`src/rtl/fsg_pkg.sv`:
```
package fsg_pkg;
  typedef enum logic [2:0] {
    FM_IDLE    = 3'd0,
    FM_PROG    = 3'd1,
    FM_ERASE   = 3'd2,
    FM_SUSP_RD = 3'd3,
    FM_SUSP_PG = 3'd4
  } fmode_e;

  localparam int unsigned BIT_POLL = 7;
  localparam int unsigned BIT_TOG6 = 6;
  localparam int unsigned BIT_TMO  = 5;
  localparam int unsigned BIT_WIN  = 3;
  localparam int unsigned BIT_TOG2 = 2;
endpackage

```
`src/rtl/fsg_erase_window.sv`:
```
module fsg_erase_window #(
  parameter int unsigned NSECT      = 8,
  parameter int unsigned WIN_CYCLES = 16,
  localparam int unsigned SW = $clog2(NSECT),
  localparam int unsigned CW = $clog2(WIN_CYCLES + 1)
) (
  input  logic             clk,
  input  logic             rst_n,
  input  logic             clr_i,
  input  logic             cmd_i,
  input  logic [SW-1:0]    sect_i,
  output logic             accept_o,
  output logic             closed_o,
  output logic [NSECT-1:0] set_o
);
  logic [NSECT-1:0] set_q, set_d;
  logic [CW-1:0]    cnt_q, cnt_d;
  logic             open_q, open_d;
  logic             closed_q, closed_d;

  assign accept_o = cmd_i & ~closed_q & ~clr_i;

  always_comb begin
    set_d    = set_q;
    cnt_d    = cnt_q;
    open_d   = open_q;
    closed_d = closed_q;
    if (clr_i) begin
      set_d    = '0;
      cnt_d    = '0;
      open_d   = 1'b0;
      closed_d = 1'b0;
    end else if (accept_o) begin
      set_d[sect_i] = 1'b1;
      cnt_d         = CW'(WIN_CYCLES);
      open_d        = 1'b1;
    end else if (open_q) begin
      if (cnt_q == CW'(1)) begin
        cnt_d    = '0;
        open_d   = 1'b0;
        closed_d = 1'b1;
      end else begin
        cnt_d = cnt_q - CW'(1);
      end
    end
  end

  always_ff @(posedge clk or negedge rst_n) begin
    if (!rst_n) begin
      set_q    <= '0;
      cnt_q    <= '0;
      open_q   <= 1'b0;
      closed_q <= 1'b0;
    end else begin
      set_q    <= set_d;
      cnt_q    <= cnt_d;
      open_q   <= open_d;
      closed_q <= closed_d;
    end
  end

  assign closed_o = closed_q;
  assign set_o    = set_q;
endmodule

```
`src/rtl/fsg_flags.sv`:
```
module fsg_flags
  import fsg_pkg::*;
(
  input  logic   clk,
  input  logic   rst_n,
  input  fmode_e mode_i,
  input  logic   rd_i,
  input  logic   in_set_i,
  input  logic   limit_i,
  input  logic   rst_cmd_i,
  output logic   tog6_o,
  output logic   tog2_o,
  output logic   tmo_o
);
  logic tog6_q, tog6_d, tog2_q, tog2_d, tmo_q, tmo_d;
  logic en6, en2;

  always_comb begin
    en6 = rd_i && (mode_i == FM_PROG || mode_i == FM_ERASE || mode_i == FM_SUSP_PG);
    en2 = rd_i && in_set_i && !tmo_q &&
          (mode_i == FM_ERASE || mode_i == FM_SUSP_RD || mode_i == FM_SUSP_PG);
    tog6_d = en6 ? ~tog6_q : tog6_q;
    tog2_d = en2 ? ~tog2_q : tog2_q;
    if (rst_cmd_i)    tmo_d = 1'b0;
    else if (limit_i) tmo_d = 1'b1;
    else              tmo_d = tmo_q;
  end

  always_ff @(posedge clk or negedge rst_n) begin
    if (!rst_n) begin
      tog6_q <= 1'b0;
      tog2_q <= 1'b0;
      tmo_q  <= 1'b0;
    end else begin
      tog6_q <= tog6_d;
      tog2_q <= tog2_d;
      tmo_q  <= tmo_d;
    end
  end

  assign tog6_o = tog6_q;
  assign tog2_o = tog2_q;
  assign tmo_o  = tmo_q;
endmodule

```
`src/rtl/fsg_rd_mux.sv`:
```
module fsg_rd_mux
  import fsg_pkg::*;
(
  input  fmode_e     mode_i,
  input  logic       in_set_i,
  input  logic       prog_bit_i,
  input  logic       tog6_i,
  input  logic       tog2_i,
  input  logic       tmo_i,
  input  logic       closed_i,
  input  logic [7:0] array_i,
  output logic [7:0] data_o
);
  logic [7:0] stat;
  logic       pass;

  always_comb begin
    stat = '0;
    stat[BIT_POLL] = (mode_i == FM_PROG || mode_i == FM_SUSP_PG) ? ~prog_bit_i : 1'b0;
    stat[BIT_TOG6] = tog6_i;
    stat[BIT_TMO]  = tmo_i;
    stat[BIT_WIN]  = tmo_i ? 1'b0 : closed_i;
    if (tmo_i)                                stat[BIT_TOG2] = 1'b0;
    else if (mode_i == FM_SUSP_PG && !in_set_i) stat[BIT_TOG2] = 1'b1;
    else                                      stat[BIT_TOG2] = tog2_i;
    pass = (mode_i == FM_IDLE) || (mode_i == FM_SUSP_RD && !in_set_i);
    data_o = pass ? array_i : stat;
  end
endmodule

```
`src/rtl/flash_status_gen.sv`:
```
module flash_status_gen #(
  parameter int unsigned ADDR_W     = 12,
  parameter int unsigned SECT_W     = 3,
  parameter int unsigned WIN_CYCLES = 16,
  localparam int unsigned NSECT = 1 << SECT_W
) (
  input  logic              clk,
  input  logic              rst_n,
  input  logic [2:0]        mode_i,
  input  logic              prog_bit_i,
  input  logic              pulse_limit_i,
  input  logic              reset_cmd_i,
  input  logic              erase_done_i,
  input  logic              se_cmd_i,
  input  logic [ADDR_W-1:0] se_addr_i,
  input  logic              rd_i,
  input  logic [ADDR_W-1:0] rd_addr_i,
  input  logic [7:0]        array_data_i,
  output logic [7:0]        rd_data_o,
  output logic              se_accept_o,
  output logic [NSECT-1:0]  erase_sectors_o
);
  import fsg_pkg::*;

  fmode_e            mode;
  logic [SECT_W-1:0] rd_sect, se_sect;
  logic              in_set, win_closed, clear;
  logic              tog6, tog2, tmo;

  assign mode    = fmode_e'(mode_i);
  assign rd_sect = rd_addr_i[ADDR_W-1 -: SECT_W];
  assign se_sect = se_addr_i[ADDR_W-1 -: SECT_W];
  assign clear   = erase_done_i | reset_cmd_i;
  assign in_set  = erase_sectors_o[rd_sect];

  fsg_erase_window #(.NSECT(NSECT), .WIN_CYCLES(WIN_CYCLES)) u_win (
    .clk(clk), .rst_n(rst_n), .clr_i(clear), .cmd_i(se_cmd_i),
    .sect_i(se_sect), .accept_o(se_accept_o), .closed_o(win_closed),
    .set_o(erase_sectors_o)
  );

  fsg_flags u_flags (
    .clk(clk), .rst_n(rst_n), .mode_i(mode), .rd_i(rd_i), .in_set_i(in_set),
    .limit_i(pulse_limit_i), .rst_cmd_i(reset_cmd_i),
    .tog6_o(tog6), .tog2_o(tog2), .tmo_o(tmo)
  );

  fsg_rd_mux u_mux (
    .mode_i(mode), .in_set_i(in_set), .prog_bit_i(prog_bit_i),
    .tog6_i(tog6), .tog2_i(tog2), .tmo_i(tmo), .closed_i(win_closed),
    .array_i(array_data_i), .data_o(rd_data_o)
  );
endmodule

```
`config.mk`:
```
export PLATFORM = sky130hd
export DESIGN_NAME = flash_status_gen
export DESIGN_NICKNAME = d
export VERILOG_FILES = /design/src/rtl/fsg_pkg.sv /design/src/rtl/fsg_erase_window.sv /design/src/rtl/fsg_flags.sv /design/src/rtl/fsg_rd_mux.sv /design/src/rtl/flash_status_gen.sv
export SDC_FILE = /design/constraint.sdc
export NUM_CORES = 1
export LEC_CHECK = 0
export BUFFER_PORTS_ARGS = -buffer_cell sky130_fd_sc_hd__buf_2
export CAP_MARGIN = 25
export CORE_ASPECT_RATIO = 1.4
export CORE_MARGIN = 1.5
export CORE_UTILIZATION = 49
export CTS_CLUSTER_DIAMETER = 120
export DETAILED_ROUTE_END_ITERATION = 12
export GPL_TIMING_DRIVEN = 0
export PLACE_DENSITY = 0.82
export SLEW_MARGIN = 0
export SYNTH_ARGS = -nofsm -noshare
export SYNTH_HDL_FRONTEND = slang
export SYNTH_SLANG_ARGS = --single-unit
```
`constraint.sdc`:
```
create_clock -name clk -period 3.85 [get_ports clk]
set_input_delay 0.1925 -clock clk [delete_from_list [all_inputs] [get_ports clk]]
set_output_delay 0.1925 -clock clk [all_outputs]
set_load 0.05 [all_outputs]
```
---- Word-level counts from Yosys, hierarchy flattened ----
Index checks and enable logic that the tools add are counted.
storage, ports and cells
  bits in registers ....................... 18
  logic and storage cells ................. 73
cells by class
  add/subtract/negate cells ............... 1
  $lt $le $gt $ge ......................... 3
  equal/unequal tests ..................... 6
  muxes and demuxes ....................... 25
  bitwise logic cells ..................... 9
  reductions and logical operators ........ 22
operators by type and width
  operator                                                                              number
  8-bit two-way mux                                                                     3
  5-bit two-way mux                                                                     4
  1-bit two-way mux                                                                     16
  3-bit by 4-bit less-than comparator with 1-bit output (second input constant)         2
  8-bit bitwise OR                                                                      1
  2-bit nonzero test                                                                    4
  1-bit logical AND                                                                     7
  3-bit by 2-bit equality test with 1-bit output (second input constant)                2
  1-bit logical OR                                                                      6
  5-bit by 1-bit equality test with 1-bit output (second input constant)                1
  1-bit NOT                                                                             5
  5-bit by 1-bit subtractor with 5-bit output (second input constant)                   1
  1-bit binary-select mux with 3-bit select                                             1
  1-bit demux with 3-bit select                                                         1
  3-bit by 1-bit equality test with 1-bit output (second input constant)                1
  3-bit equality test (second input constant)                                           1
  3-bit by 1-bit greater-or-equal comparator with 1-bit output (second input constant)  1
  3-bit logical NOT                                                                     1
  3-bit AND reduction                                                                   1
  3-bit nonzero test                                                                    1
  1-bit bitwise AND                                                                     2
  1-bit logical NOT                                                                     2
  2-bit by 1-bit != test with 1-bit output (second input constant)                      1
  1-bit bitwise OR                                                                      1

---- Longest topological paths before layout ----
Gate-level depths: netlist (run 1).
  depth after elaboration ................. 7
  depth in mapped cells ................... 6

---- Cells and area by module ----
Synthesis (run 1) repeated with hierarchy kept, for this count alone.
second synthesis, totals
  cells, all modules ...................... 114
  area total of the unflattened synthesis .. 1137.3 µm²
modules (own cells, without submodules)
  module            times used  cells each  area an instance (µm²)  sequential area each (µm²)
  fsg_erase_window  1           71          724.4                   375.4
  fsg_flags         1           19          183.9                   75.1
  fsg_rd_mux        1           20          158.9                   0.0
  flash_status_gen  1           4           70.1                    0.0

---- Worst setup path before layout (run 1) ----
No wires, ideal clock.
  kind .................................... register to output
  start point ............................. register u_win.set_q[5] (netlist: u_win.set_o[5])
  end point ............................... output port rd_data_o[0]
  data arrival time ....................... 2677 ps
  required time ........................... 3658 ps
  slack ................................... 980 ps
  stages on the path, launching flop included .. 5
  cells stage by stage .................... dfrtp_1 > mux4_2 > mux2i_4 > a21oi_2 > nor3b_1
between the ends
  word-level cells in the longest chain between the ends .. 6
RTL lines
  what                                       line                    RTL
  from (decl)                                fsg_erase_window.sv:16  logic [NSECT-1:0] set_q, set_d;
  from (signal assigned)                     fsg_erase_window.sv:55  set_q <= set_d;
  1-bit binary-select mux with 3-bit select  flash_status_gen.sv:34  assign in_set = erase_sectors_o[rd_sect];
  1-bit two-way mux (not written as such)    flash_status_gen.sv:34
  1-bit logical NOT                          fsg_rd_mux.sv:26        pass = (mode_i == FM_IDLE) || (mode_i == FM_SUSP_RD && !in_set_i);
  1-bit logical AND                          fsg_rd_mux.sv:26
  1-bit logical OR                           fsg_rd_mux.sv:26
  8-bit two-way mux                          fsg_rd_mux.sv:27        data_o = pass ? array_i : stat;
  to (decl)                                  flash_status_gen.sv:19  output logic [7:0] rd_data_o,
Every way passes these cells. The select of a mux whose other input is x is not followed.

---- Worst setup path in the final report (run 1) ----
  start point ............................. register u_win.set_q[7] (netlist: u_win.set_o[7])
  end point ............................... output port rd_data_o[6]
The elaborated chain is that of the path after synthesis.

==> results by stage, run 1 <==
Status:
- The run finished with clean final reports.

Critical path:
- The critical-path maximum fanout is 10.
- For the worst setup path, the data required time is between 3 and 4 ns.
- The cell with the largest stage delay on the worst path is sky130_fd_sc_hd__mux4_2.
- Data on the critical path arrives at its endpoint at between 2 and 2.5 ns.
- The delay contributed by the slowest stage of the critical path is approximately 0.5 ns.
- The signal on the critical path passes through mux4_2 -> mux2i_4 -> mux2_4 -> nand4_2 -> buf_2.
- The kind of critical path is flop to output pin.
- For the worst flop-to-flop path, the logic depth is 6.
- The startpoint kind of the worst setup timing path is a flop.
- The capturing element type of the critical path is an output pin.

Final layout:
- Relative to the synthesized area, the layout overhead comes to 23.0%.
- Summing all multi-input logic gate instances after layout gives around 710 µm².
- The count of fill cells added during filler insertion is 206.
- The final net count is 226.
- The fraction of final layout cells with drive strength greater than 1 is about 30%.
- Cells fill slightly above 60% of the core in the end.
- The repair_antennas step left the layout with diodes totalling 0.
- Across the whole layout, storage elements account for between 400 and 500 µm².
- Once layout is complete, the cells apart from fillers number just over 200.

Global route:
- The via count of the first global-routing pass was 1,043.
- The number of antenna violations at the first check in global routing is 0.
- Entering global routing, the biggest net connects 19 pins.
- The overflow left after global routing is 0.
- The first global-routing pass estimated 4.19 mm of wire.
- Global routing used approximately a fifth of the available tracks across all layers.

Synthesis:
- Yosys printed 0 warnings.
- The mean instance size in the synthesized netlist is 8.88 µm².
- Synthesis produced roughly 140 cells.
- The commonest register cell after synthesis is sky130_fd_sc_hd__dfrtp_1.
- Counting every net in the synthesized netlist gives 180.
- The number of synthesized flops with an enable pin is 0.
- The number of storage elements in the synthesis netlist is 18.
- The portion of synthesized cell area occupied by the leading cell type is between 30 and 40%.
- The post-synthesis async set-or-reset flop share is between 90% and 100%.
- The xor/xnor cell area share of the yosys netlist is between 1 and 1.5%.
- The cell area after synthesis is about 0.0012 mm².
- The main combinational cell family by area after synthesis is simple AND/OR/NAND/NOR gates.
- The post-synthesis mux area share is between 8 and 9%.
- Summed over all instances, the cell type with the most area after synthesis is sky130_fd_sc_hd__dfrtp_1.
- The number of distinct standard cells referenced by the synthesized netlist is 42.
- Summing the areas of all compound-gate instances in the mapped netlist gives between 10% and 20% of the synthesized area.
- Of the synthesized area, sequential elements account for 37.6%.
- The area share of and/or/nand/nor cells after synthesis is approximately 28%.
- After Yosys synthesis, full adders, half adders and majority gates account for 2.09% of the synthesized area.
- By area the synthesized netlist is led by sky130_fd_sc_hd__dfrtp_1 38%, sky130_fd_sc_hd__nor2_1 6.6%, sky130_fd_sc_hd__a21oi_1 4.2%, sky130_fd_sc_hd__mux4_2 3.8%, sky130_fd_sc_hd__nor2b_1 3.7%.

Detailed routing:
- The via density per instance is roughly 5.9.
- The wire length per cell after detailed routing is between 10 and 15 µm.
- Wires add up to ~2.8 mm.
- The first routing iteration left 42 violations.
- The count of nets left with antenna violations once routing finished came out at 0.
- For this run, design rule violations remaining after detail routing come to 0.
- The final route contains around 1,200 vias.
- The count of TritonRoute iterations in the first routing pass is 5.

Worst hold path:
- The path class of the lowest-slack min-delay path is input pin to flop.
- The number of cells on the worst hold path is 2.

STA:
- Across all setup checks in the final design, the least slack found is ~1.4 ns.
- Setup repair after global routing left no endpoint under its margin.
- The final sum of negative setup slack is 0 ns.
- Clock skew on the completed layout was measured at about 0.0021 ns.
- The final hold violation count came to 0.
- After layout, the worst path uses 63.0% of the clock period.
- The relative slew slack is a little over three fifths.
- Timing would allow up to around 410 MHz.
- The final count of pins violating max slew is 0.
- The worst hold slack is just over 0.06 ns.
- The total of endpoints with negative setup slack in the final report is 0.
- The minimum clock period after layout is between 2 and 2.5 ns.
- At the pin with the least slew margin, the transition time is around 0.55 ns.

Clock network:
- The root buffer cell chosen for the clock tree is sky130_fd_sc_hd__clkbuf_4.
- Once the clock tree was built, the resizer swapped 0 gates to a different size.
- The clock-pin slew on the worst setup and hold paths is roughly 0.10 ns.
- The number of sinks handled by clock tree synthesis is 18.
- The count of H-tree levels built during CTS is 1.
- The TritonCTS buffer count is 3.
- The worst-case clock buffer depth is 2.
- TritonCTS built the clock tree.
- The clock latency reported for the late side of the worst-skew pair is approximately 0.29 ns.

Power and ir drop:
- The static leakage is roughly 0.69 nW.
- In this run the power density over the cells is 318 mW/mm².
- The worst supply voltage drop on vdd is approximately 0.00027 V.

Placement:
- Input and output buffers added on the ports amount to 40.
- Detailed placement ended at an HPWL of 2.07 mm.
- The routability-driven placement congestion ratio is 0.834.
- Once placement completed, the tool counted placed cells totaling approximately 200.
- The post-placement worst setup slack is about 1.8 ns.

Die:
- The overall die width is between 40 and 50 µm.
- During I/O placement, the number of pins put on the boundary was 60.
- The core region is 0.00236 mm².
- The die extent in y is 61.5 µm.
- The die covers around 0.0028 mm².
- The floorplan has 21 rows.
- The initial utilization of the core area, before any placement, comes to around half.

Run:
- The number of max-cap violations is 0.
-- final timing paths --
| kind | to | slack (ns) | startpoint |
|---|---|---|---|
| setup reg to reg | u_win.closed_o | 2.09 | u_win.cnt_q[1] |
| setup / recovery | rd_data_o[6] | 1.43 | u_win.set_o[7] |
| max in group asynchronous | u_win.cnt_q[3] | 3.23 | rst_n |
| min in group asynchronous | u_win.set_o[4] | 0.34 | rst_n |
| hold reg to reg | u_flags.tog2_o | 0.49 | u_flags.tog2_o |
| hold / removal | u_flags.tmo_o | 0.06 | reset_cmd_i |
-- cell usage after synthesis, drive strengths merged (3+ instances only) --
cell type / number
nor2: 21
dfrtp: 18
a21oi: 11
nand2: 10
clkbuf: 8
nor2b: 7
a31oi: 6
nor3b: 5
nor3: 4
inv: 3
mux2i: 3
nand2b: 3
o21ai: 3
-- metrics by stage --
stage | total power, mW | area (µm²)
detailed placement | 0.353 | 1430
CTS | 0.467 | 1470
floorplan | 0.313 | 1200
global route | 0.491 | 1470
global placement | 0.350 | 1430
finish | 0.469 | 1470
-- registers in the layout, summed over array words and instances, names as in the netlist --
signal,cells
u_win.closed_o,1
u_win.open_q,1
u_flags.tog2_o,1
u_flags.tog6_o,1
u_flags.tmo_o,1
u_win.cnt_q,5
u_win.set_o,8
-- cell families (layout without fill, tap and decap cells) --
family / Yosys count / count (layout)
DFF: 18 / 18
AOI/OAI and AO/OA: 34 / 34
and+or+nand+nor: 62 / 62
adders and majority gates: 2 / 2
muxes: 6 / 6
buffers and inverters: 11 / 56
xor gates and xnor gates: 2 / 2
-- placed cells by master (no fill, tap or decap), types with 2 or more instances in the layout --
| cell type | synthesis | final |
|---|---|---|
| sky130_fd_sc_hd__dfrtp_1 | 18 | 18 |
| sky130_fd_sc_hd__nor3b_1 | 5 | 5 |
| sky130_fd_sc_hd__clkbuf_4 | 0 | 3 |
| sky130_fd_sc_hd__a21oi_1 | 10 | 10 |
| sky130_fd_sc_hd__buf_2 | 0 | 40 |
| sky130_fd_sc_hd__nor2_1 | 21 | 21 |
| sky130_fd_sc_hd__o21a_1 | 2 | 2 |
| sky130_fd_sc_hd__inv_1 | 3 | 3 |
| sky130_fd_sc_hd__o21ai_0 | 3 | 3 |
| sky130_fd_sc_hd__mux2i_1 | 2 | 2 |
| sky130_fd_sc_hd__nand2b_1 | 3 | 3 |
| sky130_fd_sc_hd__a31oi_1 | 6 | 6 |
| sky130_fd_sc_hd__xor2_1 | 2 | 2 |
| sky130_fd_sc_hd__nor3_1 | 4 | 4 |
| sky130_fd_sc_hd__nand3_1 | 2 | 2 |
| sky130_fd_sc_hd__ha_1 | 2 | 2 |
| sky130_fd_sc_hd__nand2_1 | 10 | 10 |
| sky130_fd_sc_hd__clkbuf_1 | 8 | 8 |
| sky130_fd_sc_hd__nor2b_1 | 7 | 7 |
| sky130_fd_sc_hd__nand3b_1 | 2 | 2 |
| sky130_fd_sc_hd__mux4_2 | 2 | 2 |
-- layout make-up --
class	count	area share, %
Timing Repair Buffer	41	14.3
Clock buffer	4	2.46
Sequential cell	18	30.6
Tap cell	23	1.95
Multi-Input combinational cell	106	48.0
Buffer	8	2.04
Inverter	3	0.764
-- critical path: cells and delay by family (launching register included) --
family,cells,cell delay [ns]
buffers and inverters,1,0.26
DFF,1,0.42
muxes,3,1.19
and+or+nand+nor,1,0.06
-- layer usage --
layer	GRT usage, %	share of wire [%]	routed length [µm]	vias up
met4	10.9	1.5	40	0
li1	-	-	-	578
met3	1.76	5.4	148	6
met5	0	0	0	-
met1	23.1	41	1140	567
met2	36.6	52	1420	51
-- repair_timing --
action	in CTS	in global routing
endpoints found under the hold margin	18	0
hold buffers	1	0
setup buffers	0	0
-- power by group --
| part | internal, mW | total [mW] | switching [mW] | leakage (nW) |
|---|---|---|---|---|
| Combinational | 0.0484 | 0.141 | 0.0922 | 0.419 |
| Clock | 0.0576 | 0.117 | 0.0594 | 0.0210 |
| Sequential | 0.200 | 0.211 | 0.0113 | 0.245 |
| Total | 0.306 | 0.469 | 0.163 | 0.685 |
Power figures use the tool's default switching activity.
==> run 2, diff against run 1 <==
ABC_AREA = 1   (was not set)
CORE_UTILIZATION = 44   (was 49)
PLACE_DENSITY = 0.76   (was 0.82)
clock period = 2.34 ns   (was 3.85 ns; I/O delays follow)
==> results by stage, run 2 <==
Synthesis:
- The post-synthesis mux area share is 0%.
- In the synthesized netlist the async set-or-reset flop fraction comes to between 90% and 100%.
- By area the synthesized netlist is led by sky130_fd_sc_hd__dfrtp_1 40%, sky130_fd_sc_hd__inv_1 11%, sky130_fd_sc_hd__nand2_1 10%, sky130_fd_sc_hd__nand3_1 5.8%, sky130_fd_sc_hd__nor2_1 4.7%.
- After synthesis, the largest family of logic cells by area is simple AND/OR/NAND/NOR gates.
- The mean instance size in the synthesized netlist is about 7.4 µm².
- The largest area contributor in the netlist is sky130_fd_sc_hd__dfrtp_1.
- Sequential cells were found to cover between 40% and 50% of the synthesized design area.
- The fraction of the mapped netlist area in adder cells is 2.23%.
- The cell with the most instances after synthesis is sky130_fd_sc_hd__inv_1.
- Summing the areas of all xor and xnor instances in the mapped netlist gives under 10% of the synthesized area.
- Counting flops with a built-in enable in the synthesized netlist gives 0.
- The number of distinct standard cells referenced by the synthesized netlist is 26.
- The commonest cells after synthesis are 32 x sky130_fd_sc_hd__inv_1, 31 x sky130_fd_sc_hd__nand2_1, 18 x sky130_fd_sc_hd__dfrtp_1, 14 x sky130_fd_sc_hd__nor2_1, 13 x sky130_fd_sc_hd__nand3_1.
- For this run, the number of Yosys warnings is 0.
- The portion of synthesized cell area occupied by the leading cell type is approximately two fifths.
- The number of nets in the synthesized netlist is just under 200.
- The number of storage elements in the synthesis netlist is 18.
- The area share of and/or/nand/nor cells after synthesis is slightly below 30%.
- The synthesized netlist devotes 12.7% of its cell area to compound gates.
- For this run, the leading register cell type out of synthesis is sky130_fd_sc_hd__dfrtp_1.
- The number of standard cells after synthesis is roughly 150.
- The cell area that synthesis handed to floorplanning was 0.00112 mm².

Power and ir drop:
- Total power for the finished layout comes to approximately 840 µW.
- The ratio of total power to cell area is ~600 mW/mm².
- The static leakage is approximately 0.81 nW.
- The worst supply voltage drop on vdd is about 0.00049 V.

STA:
- The part of the cycle the worst path needs is a little under 80%.
- Setup repair after global routing left no endpoint under its margin.
- Once routing completed, OpenROAD measured the worst setup slack at roughly 0.50 ns.
- Timing would allow up to 545 MHz.
- The worst path in the final design needs a cycle of about 1.8 ns, including I/O delays and setup.
- Hold is met by about 0.03 ns.
- The final count of pins violating max slew is 0.
- The final hold violation count is 0.
- The transition time at the pin with the least slew margin is 0.363 ns.
- Adding up every negative setup slack in the final design gives 0 ns.
- Between clock sinks in the finished design, the worst skew comes to approximately 0.0018 ns.
- The total of endpoints with negative setup slack in the final report is 0.
- The worst pin sits at a relative slew slack of 75.2%.

Final layout:
- The post-route netlist has 28.6% of its cells at a drive strength greater than 1.
- The top cell types in the final layout, fill and taps aside, are 42 x sky130_fd_sc_hd__buf_2, 32 x sky130_fd_sc_hd__inv_1, 31 x sky130_fd_sc_hd__nand2_1.
- The relative area change from synthesis to final layout is 27.2%.
- The count of fill cells added during filler insertion is around 210.
- The most common library cell in the layout ignoring fill and taps is sky130_fd_sc_hd__buf_2.
- The final net count is between 200 and 250.
- The number of antenna diodes in the final layout is 0.
- The register with the most flip-flops in the layout has 8 of them.
- The non-filler instance count after layout is roughly 230.

Global route:
- The via count of the first global-routing pass was around 1,100.
- The first-pass GRT wire length is ~4.2 mm.
- After global routing the overflow that remains totals 0.
- The global-route total usage across every layer is 19.2%.
- The number of antenna violations at the first check in global routing was 0.
- Entering global routing, the biggest net connects 19 pins.

Die:
- For this configuration, the core starts out at a cell density of 46.8%.
- The full die area is approximately 0.0029 mm².
- The die is between 60 and 70 µm tall.
- The core region is ~0.0024 mm².
- From left edge to right edge, the die measures between 40 and 50 µm.
- The cell row count is 21.
- The number of ports placed on the die boundary is 60.

Clock network:
- The cell sitting at the root of the clock tree is a sky130_fd_sc_hd__clkbuf_4.
- In this run the number of H-tree levels came out at 1.
- At the later pin of the worst-skew pair, clock insertion delay measures around 0.3 ns.
- The clock net in this run drives a total of 18 sinks.
- The buffers inserted during post-CTS setup optimization is 0.
- The TritonCTS buffer count is 3.
- After clock tree synthesis, the clock-pin slew on the worst setup and hold paths is roughly 0.10 ns.
- The TritonCTS clock tree is yes.
- The worst-case clock buffer depth is 2.

Critical path:
- The setup path with the least slack is of type flop to output pin.
- Counting cells, the worst reg-to-reg path comes to 7.
- At the worst endpoint, the arrival time is between 1.5 and 2 ns.
- The worst setup path is captured at an output pin.
- The startpoint kind of the worst setup timing path is a flop.
- The required arrival time at the worst endpoint is between 2 and 2.5 ns.
- The minimum setup slack among reg-to-reg paths is about 1.0 ns.
- The critical-path maximum fanout is 5.

Detailed routing:
- Using the TritonRoute via totals, the vias-per-cell ratio works out to about 4.9.
- The detailed router placed ~1,100 vias in this run.
- The sum of routed wire length over all layers is 2.47 mm.
- For this run, design rule violations remaining after detail routing come to 0.
- The first detailed-routing pass took 5 iterations.
- The initial DRC count is 34.
- Once detail routing completed, the nets flagged for antenna violations numbered 0.
- Dividing the detail-routed wire length by the instance count gives 10.6 µm.

Placement:
- The number of placed instances, taps included, is 227.
- The placed wire-length estimate after detailed placement is just under 2 mm.
- Routability-driven placement finished with a final weighted congestion of a little under 0.8.
- The count of buffers from port buffering is 41.
- At the placement stage, the worst setup path has a slack of roughly 0.83 ns.

Run:
- The number of max-cap violations is 0.

Worst hold path:
- The number of cells on the worst hold path is 3.
- The path class of the lowest-slack min-delay path is input pin to flop.

Status:
- The run finished with clean final reports.
run 2: cell count changes in the layout (fill, tap and decap cells not counted), sizes merged, moves of 7 or more:
cell and change:
clkbuf -8, nand2 +22, nand3 +15, nor2b -7, inv +31, o22ai +7
run 2: worst max-delay path: stages (launching register included):
cell,delay [ns]
sky130_fd_sc_hd__dfrtp_1,0.39
sky130_fd_sc_hd__inv_1,0.08
sky130_fd_sc_hd__nand2_1,0.06
sky130_fd_sc_hd__nand3_1,0.07
sky130_fd_sc_hd__nand3_2,0.11
sky130_fd_sc_hd__nand2_4,0.09
sky130_fd_sc_hd__nand2_1,0.07
sky130_fd_sc_hd__o21ai_2,0.13
sky130_fd_sc_hd__nand2_1,0.09
sky130_fd_sc_hd__nand2_1,0.07
sky130_fd_sc_hd__buf_2,0.25
run 2: area by class of cell:
type	count	area [µm²]	share of cell area [%]
Buffer	1	5.00	0.351
Clock buffer	4	36.3	2.55
Sequential cell	18	450	31.6
Tap cell	34	42.5	2.99
Timing Repair Buffer	43	225	15.8
Multi-Input combinational cell	99	537	37.7
Inverter	34	128	8.96
run 2: stage by stage:
stage,area (µm²),utilization [%]
4_1_cts,1420,59.6
3_3_place_gp,1370,57.2
6_report,1420,59.6
5_1_grt,1420,59.6
3_5_place_dp,1370,57.2
2_1_floorplan,1120,-
run 2: worst paths after layout:
check | start | to
worst max-delay path | u_win.set_o[6] | rd_data_o[5]
worst min-delay path | pulse_limit_i | u_flags.tmo_o
worst max register to register | u_win.cnt_q[1] | u_win.cnt_q[2]
worst min register to register | u_flags.tog6_o | u_flags.tog6_o
max in group asynchronous | rst_n | u_win.cnt_q[3]
min in group asynchronous | rst_n | u_win.set_o[2]
run 2: cells by family after synthesis:
family / Yosys count
simple gates: 71
xor+xnor: 4
compound gates: 22
flops: 18
fa+ha+maj: 2
buf+inv: 35
run 2: routing by layer:
metal | vias up | global-route usage, % | routed length, µm
li1 | 579 | - | -
met1 | 508 | 22.5 | 1030
met2 | 46 | 33.6 | 1270
met3 | 2 | 2.02 | 154
met4 | 0 | 7.72 | 16
met5 | - | 0 | 0
run 2: report_power, final:
group	total [mW]	switching [mW]	leakage, nW	internal, mW
sequential	0.359	0.0171	0.241	0.341
clock	0.194	0.0988	0.0210	0.0949
combinational	0.284	0.193	0.549	0.0905
run 2: repair_timing:
item,in CTS,in global routing
hold buffers,2,0
resized for setup,0,0
endpoints found under the hold margin,19,0
